--- config.mk ---
export PLATFORM = sky130hd
export DESIGN_NAME = scfg_bank
export DESIGN_NICKNAME = d
export VERILOG_FILES = /design/src/rtl/scfg_pkg.sv /design/src/rtl/scfg_sync.sv /design/src/rtl/scfg_i2c_rx.sv /design/src/rtl/scfg_3w_rx.sv /design/src/rtl/scfg_regfile.sv /design/src/rtl/scfg_bank.sv
export SDC_FILE = /design/constraint.sdc
export NUM_CORES = 1
export LEC_CHECK = 0
export CORE_ASPECT_RATIO = 1.5
export CORE_UTILIZATION = 55
export DETAILED_ROUTE_END_ITERATION = 7
export PLACE_DENSITY = 0.89
export SYNTH_ARGS = -nofsm -noshare
export SYNTH_HDL_FRONTEND = slang
export SYNTH_SLANG_ARGS = --single-unit
--- constraint.sdc ---
create_clock -name clk -period 5 [get_ports clk]
set_clock_uncertainty 0.15 [all_clocks]
set_input_delay 1 -clock clk [delete_from_list [all_inputs] [get_ports clk]]
set_output_delay 1 -clock clk [all_outputs]
set_load 0.05 [all_outputs]
--- src/rtl/scfg_pkg.sv ---
package scfg_pkg;
  localparam int NREG = 14;
  localparam int DW   = 8;
  localparam int PW   = $clog2(NREG + 1);
  localparam logic [4:0] SEQ_CODE = 5'h1F;

  // one-cycle event from a serial front end to the register bank
  typedef struct packed {
    logic          frm;   // new frame begins
    logic          bv;    // byte valid
    logic [DW-1:0] b;     // received byte
  } scfg_ev_t;

  function automatic logic [DW-1:0] reg_reset(int n);
    return DW'(8'h40 + 3 * n);
  endfunction
endpackage

--- src/rtl/scfg_sync.sv ---
module scfg_sync #(
  parameter int W = 3
) (
  input  logic         clk,
  input  logic         rst_n,
  input  logic [W-1:0] d,
  output logic [W-1:0] q
);
  logic [W-1:0] meta;

  always_ff @(posedge clk or negedge rst_n) begin
    if (!rst_n) begin
      meta <= '1;
      q    <= '1;
    end else begin
      meta <= d;
      q    <= meta;
    end
  end
endmodule

--- src/rtl/scfg_i2c_rx.sv ---
module scfg_i2c_rx
  import scfg_pkg::*;
#(
  parameter logic [4:0] DEV_ID = 5'b10011
) (
  input  logic       clk,
  input  logic       rst_n,
  input  logic       en,
  input  logic [1:0] addr_pin,
  input  logic       scl_s,
  input  logic       sda_s,
  output scfg_ev_t   ev,
  output logic       sda_pull
);
  typedef enum logic [2:0] {S_IDLE, S_ADDR, S_DATA, S_ACK, S_SKIP} st_t;

  st_t        st;
  logic       scl_q, sda_q;
  logic [6:0] sh;
  logic [2:0] cnt;

  logic scl_rise, scl_fall, start_c, stop_c, addr_hit;
  logic [7:0] rx_byte;

  assign scl_rise = scl_s & ~scl_q;
  assign scl_fall = ~scl_s & scl_q;
  assign start_c  = scl_s & scl_q & sda_q & ~sda_s;
  assign stop_c   = scl_s & scl_q & ~sda_q & sda_s;
  assign rx_byte  = {sh, sda_s};
  assign addr_hit = (rx_byte[7:1] == {DEV_ID, addr_pin}) && !rx_byte[0];

  always_ff @(posedge clk or negedge rst_n) begin
    if (!rst_n) begin
      st       <= S_IDLE;
      scl_q    <= 1'b1;
      sda_q    <= 1'b1;
      sh       <= '0;
      cnt      <= '0;
      ev       <= '0;
      sda_pull <= 1'b0;
    end else begin
      scl_q <= scl_s;
      sda_q <= sda_s;
      ev    <= '0;
      if (!en) begin
        st       <= S_IDLE;
        cnt      <= '0;
        sda_pull <= 1'b0;
      end else if (start_c) begin
        st       <= S_ADDR;
        cnt      <= '0;
        sda_pull <= 1'b0;
      end else if (stop_c) begin
        st       <= S_IDLE;
        sda_pull <= 1'b0;
      end else begin
        unique case (st)
          S_ADDR: if (scl_rise) begin
            sh  <= rx_byte[6:0];
            cnt <= cnt + 3'd1;
            if (cnt == 3'd7) begin
              if (addr_hit) begin
                st     <= S_ACK;
                ev.frm <= 1'b1;
              end else begin
                st <= S_SKIP;
              end
            end
          end
          S_DATA: if (scl_rise) begin
            sh  <= rx_byte[6:0];
            cnt <= cnt + 3'd1;
            if (cnt == 3'd7) begin
              ev.bv <= 1'b1;
              ev.b  <= rx_byte;
              st    <= S_ACK;
            end
          end
          S_ACK: if (scl_fall) begin
            if (!sda_pull) sda_pull <= 1'b1;
            else begin
              sda_pull <= 1'b0;
              st       <= S_DATA;
              cnt      <= '0;
            end
          end
          default: ;
        endcase
      end
    end
  end


  ack_edge_chk: assert property (@(posedge clk) disable iff (!rst_n)
    $rose(sda_pull) |-> $past(scl_fall));


  off_release_chk: assert property (@(posedge clk) disable iff (!rst_n)
    !en |=> !sda_pull);
endmodule

--- src/rtl/scfg_3w_rx.sv ---
module scfg_3w_rx
  import scfg_pkg::*;
(
  input  logic     clk,
  input  logic     rst_n,
  input  logic     en,
  input  logic     scl_s,
  input  logic     sda_s,
  input  logic     sel_s,
  output scfg_ev_t ev
);
  logic       scl_q, active;
  logic [6:0] sh;
  logic [2:0] cnt;
  logic       scl_rise;

  assign scl_rise = scl_s & ~scl_q;

  always_ff @(posedge clk or negedge rst_n) begin
    if (!rst_n) begin
      scl_q  <= 1'b1;
      active <= 1'b0;
      sh     <= '0;
      cnt    <= '0;
      ev     <= '0;
    end else begin
      scl_q <= scl_s;
      ev    <= '0;
      if (!en || !sel_s) begin
        active <= 1'b0;
        cnt    <= '0;
      end else if (!active) begin
        active <= 1'b1;
        cnt    <= '0;
        ev.frm <= 1'b1;
      end else if (scl_rise) begin
        sh  <= {sh[5:0], sda_s};
        cnt <= cnt + 3'd1;
        if (cnt == 3'd7) begin
          ev.bv <= 1'b1;
          ev.b  <= {sh, sda_s};
        end
      end
    end
  end


  byte_in_sel_chk: assert property (@(posedge clk) disable iff (!rst_n)
    ev.bv |-> $past(sel_s));
endmodule

--- src/rtl/scfg_regfile.sv ---
module scfg_regfile
  import scfg_pkg::*;
(
  input  logic                clk,
  input  logic                rst_n,
  input  scfg_ev_t            ev,
  output logic [NREG*DW-1:0]  cfg_q
);
  logic [DW-1:0] regs [NREG];
  logic          have_sub, seq, armed;
  logic [PW-1:0] ptr;

  always_ff @(posedge clk or negedge rst_n) begin
    if (!rst_n) begin
      for (int i = 0; i < NREG; i++) regs[i] <= reg_reset(i);
      have_sub <= 1'b0;
      seq      <= 1'b0;
      armed    <= 1'b0;
      ptr      <= '0;
    end else if (ev.frm) begin
      have_sub <= 1'b0;
      seq      <= 1'b0;
      armed    <= 1'b0;
    end else if (ev.bv) begin
      if (!have_sub) begin
        have_sub <= 1'b1;
        if (ev.b[4:0] == SEQ_CODE) begin
          seq   <= 1'b1;
          ptr   <= '0;
          armed <= 1'b1;
        end else begin
          seq   <= 1'b0;
          ptr   <= ev.b[PW-1:0];
          armed <= (int'(ev.b) < NREG);
        end
      end else if (armed) begin
        regs[ptr] <= ev.b;
        if (seq) begin
          ptr   <= ptr + 1'b1;
          armed <= (int'(ptr) + 1) < NREG;
        end else begin
          armed <= 1'b0;
        end
      end
    end
  end

  for (genvar g = 0; g < NREG; g++) begin : g_flat
    assign cfg_q[g*DW +: DW] = regs[g];
  end


  no_stray_write_chk: assert property (@(posedge clk) disable iff (!rst_n)
    !ev.bv |=> $stable(cfg_q));


  armed_range_chk: assert property (@(posedge clk) disable iff (!rst_n)
    armed |-> (int'(ptr) < NREG));


  seq_bound_chk: assert property (@(posedge clk) disable iff (!rst_n)
    seq |-> (int'(ptr) <= NREG));
endmodule

--- src/rtl/scfg_bank.sv ---
module scfg_bank
  import scfg_pkg::*;
#(
  parameter logic [4:0] DEV_ID = 5'b10011
) (
  input  logic               clk,
  input  logic               rst_n,
  input  logic               proto_sel,
  input  logic               port_off,
  input  logic [1:0]         addr_pin,
  input  logic               scl_in,
  input  logic               sda_in,
  input  logic               sel_in,
  output logic               sda_pull,
  output logic [NREG*DW-1:0] cfg_q
);
  logic [2:0] pins_s;
  scfg_ev_t   ev_i2c, ev_3w, ev;
  logic       en_i2c, en_3w;

  assign en_i2c = !port_off &&  proto_sel;
  assign en_3w  = !port_off && !proto_sel;

  scfg_sync #(.W(3)) u_sync (
    .clk(clk), .rst_n(rst_n),
    .d({scl_in, sda_in, sel_in}),
    .q(pins_s)
  );

  scfg_i2c_rx #(.DEV_ID(DEV_ID)) u_i2c (
    .clk(clk), .rst_n(rst_n), .en(en_i2c), .addr_pin(addr_pin),
    .scl_s(pins_s[2]), .sda_s(pins_s[1]), .ev(ev_i2c), .sda_pull(sda_pull)
  );

  scfg_3w_rx u_3w (
    .clk(clk), .rst_n(rst_n), .en(en_3w),
    .scl_s(pins_s[2]), .sda_s(pins_s[1]), .sel_s(pins_s[0]), .ev(ev_3w)
  );

  always_comb begin
    if (port_off)       ev = '0;
    else if (proto_sel) ev = ev_i2c;
    else                ev = ev_3w;
  end

  scfg_regfile u_regs (
    .clk(clk), .rst_n(rst_n), .ev(ev), .cfg_q(cfg_q)
  );


  off_hold_chk: assert property (@(posedge clk) disable iff (!rst_n)
    (port_off && $past(port_off)) |=> $stable(cfg_q));


  wire_mode_ack_chk: assert property (@(posedge clk) disable iff (!rst_n)
    (!proto_sel && $past(!proto_sel)) |-> !sda_pull);
endmodule

==> Word-level counts from Yosys, hierarchy flattened <==
Index checks and enable logic that the tools add are counted.
{ "classes": {"eq_ne": 25, "n_mux": 64, "bitwise": 16, "n_addsub": 4, "reduce_logical": 20, "n_lt_le_gt_ge": 4} }
{ "op_table": {"columns": ["cell", "count"], "rows": [
  ["bitwise mux 112 bit", 1],
  ["2-to-1 mux 10 bit", 6],
  ["2-to-1 mux 3 bit", 19],
  ["2-to-1 mux 9 bit", 6],
  ["demux 8 bit (select 4 bit)", 1],
  ["less-than comparator 32 x 5 -> 1 bit (second input constant)", 1],
  ["2-to-1 mux 1 bit", 24],
  ["!= test 4 bit (second input constant)", 5],
  ["!= test 5 bit (second input constant)", 4],
  ["2-to-1 mux 4 bit", 4],
  ["!= test 5 x 4 -> 1 bit (second input constant)", 2],
  ["AND reduction 5 bit", 2],
  ["one-hot mux 3 bit (3 select lines)", 1],
  ["less-than comparator 8 x 4 -> 1 bit (second input constant)", 1],
  ["2-to-1 mux 8 bit", 1],
  ["inverter 1 bit", 8],
  ["AND reduction 4 bit", 2],
  ["bitwise AND 1 bit", 7],
  ["== test 7 bit", 1],
  ["AND reduction 7 bit", 1],
  ["adder 3 x 1 -> 3 bit (second input constant)", 2],
  ["== test 3 x 2 -> 1 bit (second input constant)", 2],
  ["== test 3 bit (second input constant)", 2],
  ["!= test 2 bit (second input constant)", 3],
  ["other kinds (18)", 27]
]} }
{ "totals": {"regBits": 172, "input_bits": 9} }

==> Logic depth before layout (Yosys ltp) <==
Gate-level depths: netlist (run 1).
{ "depth": {"word_depth": 9, "depth_mapped": 7} }

==> Modules after synthesis <==
Synthesis (run 1) repeated with hierarchy kept, for this count alone.
{ "hier_totals": {"hier_cells": 501, "hier_area_um2": 7292.0} }
{ "modules_own_cells": {"columns": ["module", "area_each_um2", "n_inst", "cells_each", "seq_area_each_um2"], "rows": [
  ["scfg_regfile", 4892.2, 1, 314, 3039.2],
  ["scfg_i2c_rx", 1219.9, 1, 103, 653.1],
  ["scfg_3w_rx", 858.3, 1, 54, 551.8],
  ["scfg_bank", 163.9, 1, 24, 0.0],
  ["scfg_sync", 157.7, 1, 6, 157.7]
]} }

==> Worst setup path after synthesis (run 1) <==
No wires, ideal clock.
{ "synth_timing": {"path_type": "input -> register", "from": "input proto_sel", "to": "register u_regs.regs (netlist bit u_regs.cfg_q[74])", "setup_ps": 125, "cell_stages": 6, "path_slack_ps": 2152, "t_required_ps": 4725, "t_arrival_ps": 2574, "n_path_buf": 1, "cell_sequence": "or3b_1 a21oi_2 buf_4 nand2_1 nor2_2 mux2_2"} }
{ "synth_between": {"elab_chain_cells": 4, "word_cells_on_any_way": 5} }
{ "synth_rtl": {"columns": ["item", "line", "rtl"], "rows": [
  ["from (decl)", "scfg_bank.sv:8", "input logic proto_sel,"],
  ["2-to-1 mux 10 bit *", "scfg_bank.sv:42", "else if (proto_sel) ev = ev_i2c;"],
  ["2-to-1 mux 10 bit *", "scfg_bank.sv:41", "if (port_off) ev = '0;"],
  ["inverter 1 bit (no line)", null, null],
  ["AND reduction 4 bit (no line)", null, null],
  ["to (signal, indexed assignment)", "scfg_regfile.sv:37", "regs[ptr] <= ev.b;"],
  ["to (decl)", "scfg_regfile.sv:9", "logic [DW-1:0] regs [NREG];"]
]} }
Every way passes the cells marked *; elsewhere a longest branch is shown, timed or not.
A chain may end at the register's enable or synchronous reset.

==> Worst setup path after layout (run 1) <==
{ "layout_timing": {"from": "input proto_sel", "to": "register u_regs.regs (netlist bit u_regs.cfg_q[20])"} }
Same word-level chain as after synthesis.

==> out/metrics.cfg, run 1 <==
[timing]
period_share_pct = 72.1
hold_violations = 0
slew_headroom_pct = 33.2
rsz0062_at_grt = false
final-max-slew-violation-count = 0
setup_violations = 0
tns_ps = 0
fin_crit_ps = 3600
worstMarginPinSlew_ps = 1000
fmax_mhz = 278

[setup_path]
critPathArrivalTime_ps = 3760
crit_path_end_kind = register
path_buf_inv = 2
path_cells = clkdlybuf4s50_1 > buf_4 > or3b_1 > a21oi_2 > nand4_1 > o21ai_0
worstSetupPathType = in2reg
path_max_fanout = 22
slowest_stage = nand4_1
crit_family = simple AND/OR/NAND/NOR gates
cp_slowest_stage_delay_ps = 650
required_ps = 5150
start_kind = input pin

[floorplanning]
initial_core_util_pct = 56.4
die_h_um = 141
die-area_mm2 = 0.0133
rows = 50
core_area_mm2 = 0.0125
die_w_um = 94.5
io_pins = 122

[logic_synthesis]
synth_area_per_cell_um2 = 12.3
yosysUniqueCellTypes = 52
yosysWarnings = 0
synth_ff_type = dfrtp_1
async_reset_ff_share_pct = 100
synth.area.top_cells = dfrtp_1, dfstp_2, mux2_2, o21ai_0, nand2_1
synth_common_cells = dfrtp_1, mux2_2, nand2_1
synth_seq_cells = 172
synth-edff-count = 0
synthCells = 574
yosys.area.top_type = dfrtp_1
synth_most_common_cell = dfrtp_1
syn_area_mm2 = 0.00706
yosysSeqAreaShare_pct = 62.0
synth_top_area_share_pct = 40.8
syn-num-nets = 591

[cts]
clock_sinks = 172
htree_levels = 4
cts_buffers = 17
cts_resized = 0
clk_pin_slew_ps = 60
cts_root_buffer = clkbuf_16
cts_tree = done
insertion_delay_ps = 430
postCtsHoldBufs = 0
cts_setup_buffers = 0
cts_buffer_depth = 2

[placement]
dp.cells = 830
dp_hpwl_um = 12000
place_congestion = 0.873
place.port_buffers = 121

[global_routing]
grt_use_total_pct = 28.1
grt_max_degree = 119
grt_pass1_vias = 5319
antenna_found_initial = 0
grt_overflow = 0
grt_pass1_wl_um = 27500

[power_and_ir_drop]
power_frac_comb_pct = 2.2
p_leak_nw = 3.90
power_frac_seq_pct = 51.3
power_frac_clock_pct = 46.5
p_int_w = 0.00215
p_switching_w = 0.000607
peakVddDrop_v = 0.000250
swShare_pct = 22.0
cellPowerDensity_mw_per_mm2 = 307

[routing]
post_drt_wl_per_cell_um = 20.1
wl_met2_um = 9490
m1WireLength_um = 6220
first_pass_iters = 8
top_layer = met4
vias_per_cell = 5.79
drc = 0
dr_wl_met3_um = 673
drtIter0Drc = 231
vias = 4987
ant_nets = 0
finalWirelength_um = 17300

[run_status]
status = finished clean

[cells_and_area]
fin_nets = 710
synthToLayoutAreaGrowth_pct = 27.1
n_antenna_cell = 0
final_cell_count_no_fill = 862
drive_gt1_share_pct = 25.5

[worst_hold_path]
hold_class = reg2reg

[flow_run]
cap_violations = 0

[stage by stage]
stage | hold WS (ps) | setup WS (ps) | power, W | utilization [%] | area (um^2)
floorplan | 195 | 2150 | 0.00146 | - | 7060
global placement | 196 | 1180 | 0.00150 | 67.0 | 8390
detailed placement | 198 | 1120 | 0.00150 | 67.0 | 8390
CTS | 209 | 1470 | 0.00277 | 71.7 | 8970
global route | 209 | 1180 | 0.00283 | 71.7 | 8970
finish | 207 | 1400 | 0.00276 | 71.7 | 8970
[power by group through the flow]
stage	registers, W	clock network, W	logic [W]
after floorplan	0.00143	0	0.0000264
after global placement	0.00144	0	0.0000605
after global routing	0.00142	0.00134	0.0000700
after detailed placement	0.00144	0	0.0000625
final	0.00141	0.00128	0.0000611
after CTS	0.00141	0.00129	0.0000630
[layer usage]
layer | GRT usage (%) | vias to the layer above
met5 | 0 | -
met1 | 30.0 | 2493
met3 | 4.58 | 64
met4 | 18.5 | 0
li1 | - | 2238
met2 | 50.0 | 192
[placed cells by master, fill, tap and decap left out, types with 4 or more instances in the layout]
master,synthesis,final
a21oi_1,10,10
ha_1,8,8
nand2b_1,6,6
nor2_1,21,21
or2_2,4,4
mux2i_1,14,14
clkbuf_16,0,17
nor3_1,4,4
nand3_1,9,9
and2_1,10,10
o21ai_0,63,63
dfrtp_1,115,115
dfstp_2,57,57
nand4_1,6,6
inv_1,8,8
clkinvlp_4,0,5
and3_1,14,14
xnor2_1,4,4
clkdlybuf4s50_1,0,120
nand2_1,72,72
mux2_2,73,73
nor2b_1,4,4
[logic make-up (layout without fill, tap and decap cells)]
group / Yosys count / in the layout / share of synthesized area (%)
mux: 87 / 87 / 13.6
flops: 172 / 172 / 62.0
xor+xnor: 6 / 6 / 0.745
simple gates: 176 / 176 / 12.9
compound gates: 93 / 93 / 7.48
fa+ha+maj: 8 / 8 / 1.42
buf+inv: 32 / 164 / 1.84
[worst paths after layout]
kind	slack, ps	endpoint	cells after the start	startpoint
setup / recovery	1400	u_regs.cfg_q[20]	6	proto_sel
hold / removal	210	u_sync.q[0]	0	u_sync.meta[0]
setup reg to reg	2280	u_regs.cfg_q[20]	4	u_3w.ev[9]
hold reg to reg	210	u_sync.q[0]	0	u_sync.meta[0]
max in group asynchronous	3110	u_regs.cfg_q[6]	2	rst_n
min in group asynchronous	570	u_regs.cfg_q[57]	1	rst_n
[sequential cells by signal (all words and copies together) (netlist names)]
signal / flops
u_regs.armed: 1
u_i2c.sda_q: 1
u_regs.seq: 1
u_i2c.ev: 10
u_i2c.st: 3
u_sync.meta: 3
u_3w.cnt: 3
u_regs.have_sub: 1
u_3w.sh: 7
u_3w.ev: 10
u_i2c.sh: 7
u_i2c.sda_pull: 1
u_3w.active: 1
u_i2c.cnt: 3
u_regs.ptr: 4
u_regs.cfg_q: 112
u_sync.q: 3
u_3w.scl_q: 1
[layout make-up]
class	instances	area (um^2)
clock buffer	20	467
clock inverter	12	113
fill	829	3550
inverter	8	30.0
multi-input combinational	370	2550
sequential	172	4380
tap	156	195
timing repair buffer	124	1230
No activity file was read; power rests on OpenSTA's default activity.
==> run 2: changes to the inputs <==
CORE_UTILIZATION = 48   (was 55)
PLACE_DENSITY = 0.82   (was 0.89)
clock period = 3 ns   (was 5 ns; I/O delays follow)
==> run 2 against run 1 <==
Routed wire length is 4.5% lower. Cell count is 7.5% higher. Non-clock buffer count is 29 higher. Setup slack worse by 970 ps. Core utilization is 5.5 points lower. Worst hold slack worse by 170 ps. Critical path depth is 5 lower. Combinational power is 85% higher. First-iteration DRC count is 5.6% higher. Critical path type is now reg2out. Critical endpoint is now cfg_q[67]. Largest cell class unchanged. Largest power group unchanged.
==> out/metrics.cfg, run 2 (synthesis gave the netlist of run 1 again) <==
[run_status]
status = finished clean  ; unchanged

[placement]
place_congestion = 0.883  ; was 0.873
pre_cts_slack_ps = 24.7  ; was 1120 ps
dp.cells = 895  ; was 830
place.port_buffers = 121  ; unchanged
dp_hpwl_um = 11900  ; was 12000 um

[setup_path]
slowest_stage = clkdlybuf4s50_1  ; was nand4_1
path_max_fanout = 2  ; was 22
worstSetupPathType = reg2out  ; was in2reg
crit_family = buffers and inverters  ; was simple AND/OR/NAND/NOR gates
critPathArrivalTime_ps = 1830  ; was 3760 ps
start_kind = register  ; was input pin
path_buf_inv = 1  ; was 2
required_ps = 2250  ; was 5150 ps
cp_slowest_stage_delay_ps = 860  ; was 650 ps
crit_path_end_kind = primary output  ; was register
path_cells = clkdlybuf4s50_1  ; was clkdlybuf4s50_1 > buf_4 > or3b_1 > a21oi_2 > nand4_1 > o21ai_0

[routing]
finalWirelength_um = 16500  ; was 17300 um
drtIter0Drc = 244  ; was 231
vias = 4985  ; was 4987
vias_per_cell = 5.38  ; was 5.79
post_drt_wl_per_cell_um = 17.8  ; was 20.1 um
ant_nets = 0  ; unchanged
first_pass_iters = 5  ; was 8
drc = 0  ; unchanged

[timing]
fin_crit_ps = 2580
period_share_pct = 85.8
rsz0062_at_grt = false  ; unchanged
hold-worst-slack_ps = 41.2  ; was 207 ps
fmax_mhz = 388
tns_ps = 0  ; unchanged
final-max-slew-violation-count = 0  ; unchanged
setup_slack_ps = 425  ; was 1400 ps
hold_violations = 0  ; unchanged
setup_violations = 0  ; unchanged
slew_headroom_pct = 54.5  ; was 33.2%
worstMarginPinSlew_ps = 683  ; was 1000 ps

[cts]
cts_setup_buffers = 0  ; unchanged
cts_root_buffer = clkbuf_16  ; unchanged
postCtsHoldBufs = 0  ; unchanged
cts_buffers = 17  ; unchanged
insertion_delay_ps = 430  ; about the same
clk_pin_slew_ps = 70  ; was 60 ps
cts_buffer_depth = 2  ; unchanged
cts_resized = 0  ; unchanged
htree_levels = 4  ; unchanged
cts_tree = done  ; unchanged
clock_sinks = 172  ; unchanged

[floorplanning]
core_area_mm2 = 0.0142  ; was 0.0125 mm^2
die_h_um = 151  ; was 141 um
rows = 53  ; was 50
die-area_mm2 = 0.0152  ; was 0.0133 mm^2
io_pins = 122  ; unchanged
initial_core_util_pct = 49.7  ; was 56.4%
die_w_um = 101  ; was 94.5 um

[cells_and_area]
final_util_pct = 66.2  ; was 71.7%
synthToLayoutAreaGrowth_pct = 33.1  ; was 27.1%
n_antenna_cell = 0  ; unchanged
largest_reg_flops = 112  ; unchanged
fin_nets = 739  ; was 710
final_cell_count_no_fill = 927  ; was 862
drive_gt1_share_pct = 28.4  ; was 25.5%
layout_common_cells = clkdlybuf4s50_1, dfrtp_1, mux2_2  ; unchanged
final_common_cell = clkdlybuf4s50_1  ; unchanged

[power_and_ir_drop]
peakVddDrop_v = 0.000488  ; was 0.000250 V
cellPowerDensity_mw_per_mm2 = 514  ; was 307 mW/mm^2
p_leak_nw = 4.10  ; was 3.90 nW

[global_routing]
global_route.peak_usage_layer = met2  ; unchanged
grt_overflow = 0  ; unchanged
grt_pass1_wl_um = 26600  ; was 27500 um
grt_pass1_vias = 5195  ; was 5319
grt_use_met2_pct = 43.4  ; was 50.0%
grt_use_met3_pct = 4.18  ; was 4.58%
antenna_found_initial = 0  ; unchanged
grt_use_total_pct = 23.4  ; was 28.1%
gr-usage-met1_pct = 25.1  ; was 30.0%
grt_max_degree = 74  ; was 119

[flow_run]
cap_violations = 0  ; unchanged

[worst_hold_path]
hold_class = in2async  ; was reg2reg

[run 2: changes by cell type in the layout (fill, tap and decap cells not counted), sizes merged]
cell and change:
clkinv +1, bufinv +3, clkbuf -1, buf +29
clkinvlp -3
[run 2: worst paths after layout]
path | startpoint | to | slack [ps] | depth (start not counted)
max in group asynchronous | rst_n | u_sync.meta[2] | 1890 | 2
hold / removal | rst_n | u_regs.cfg_q[63] | 40 | 1
setup reg to reg | u_3w.ev[9] | u_regs.cfg_q[80] | 670 | 6
min in group clk | u_sync.meta[2] | u_sync.q[2] | 210 | 0
setup / recovery | u_regs.cfg_q[67] | cfg_q[67] | 420 | 1
hold reg to reg | u_sync.meta[2] | u_sync.q[2] | 210 | 0
[run 2: report_power, final]
part	total, W	switching [W]	leakage (nW)	internal (W)
Combinational	0.000113	0.0000734	1.61	0.0000397
Clock	0.00236	0.000912	0.310	0.00144
Sequential	0.00236	0.0000183	2.19	0.00234
[run 2: cell type report]
class / count / area, um^2
Clock buffer: 19 / 453
Multi-Input combinational cell: 370 / 2550
Timing Repair Buffer: 153 / 1550
Fill cell: 1032 / 4800
Inverter: 8 / 30.0
Sequential cell: 172 / 4380
Tap cell: 192 / 240
Clock inverter: 13 / 189
[run 2: through the flow]
stage / cell area (um^2) / total power (W)
2_1_floorplan: 7060 / 0.00243
3_3_place_gp: 8750 / 0.00251
3_5_place_dp: 8750 / 0.00251
4_1_cts: 9390 / 0.00486
5_1_grt: 9390 / 0.00497
6_report: 9390 / 0.00483
[run 2: metal layers]
| layer | up-vias | wire [um] |
|---|---|---|
| li1 | 2286 | - |
| met1 | 2516 | 6090 |
| met2 | 146 | 9410 |
| met3 | 37 | 511 |
| met4 | 0 | 520 |
| met5 | - | 0 |
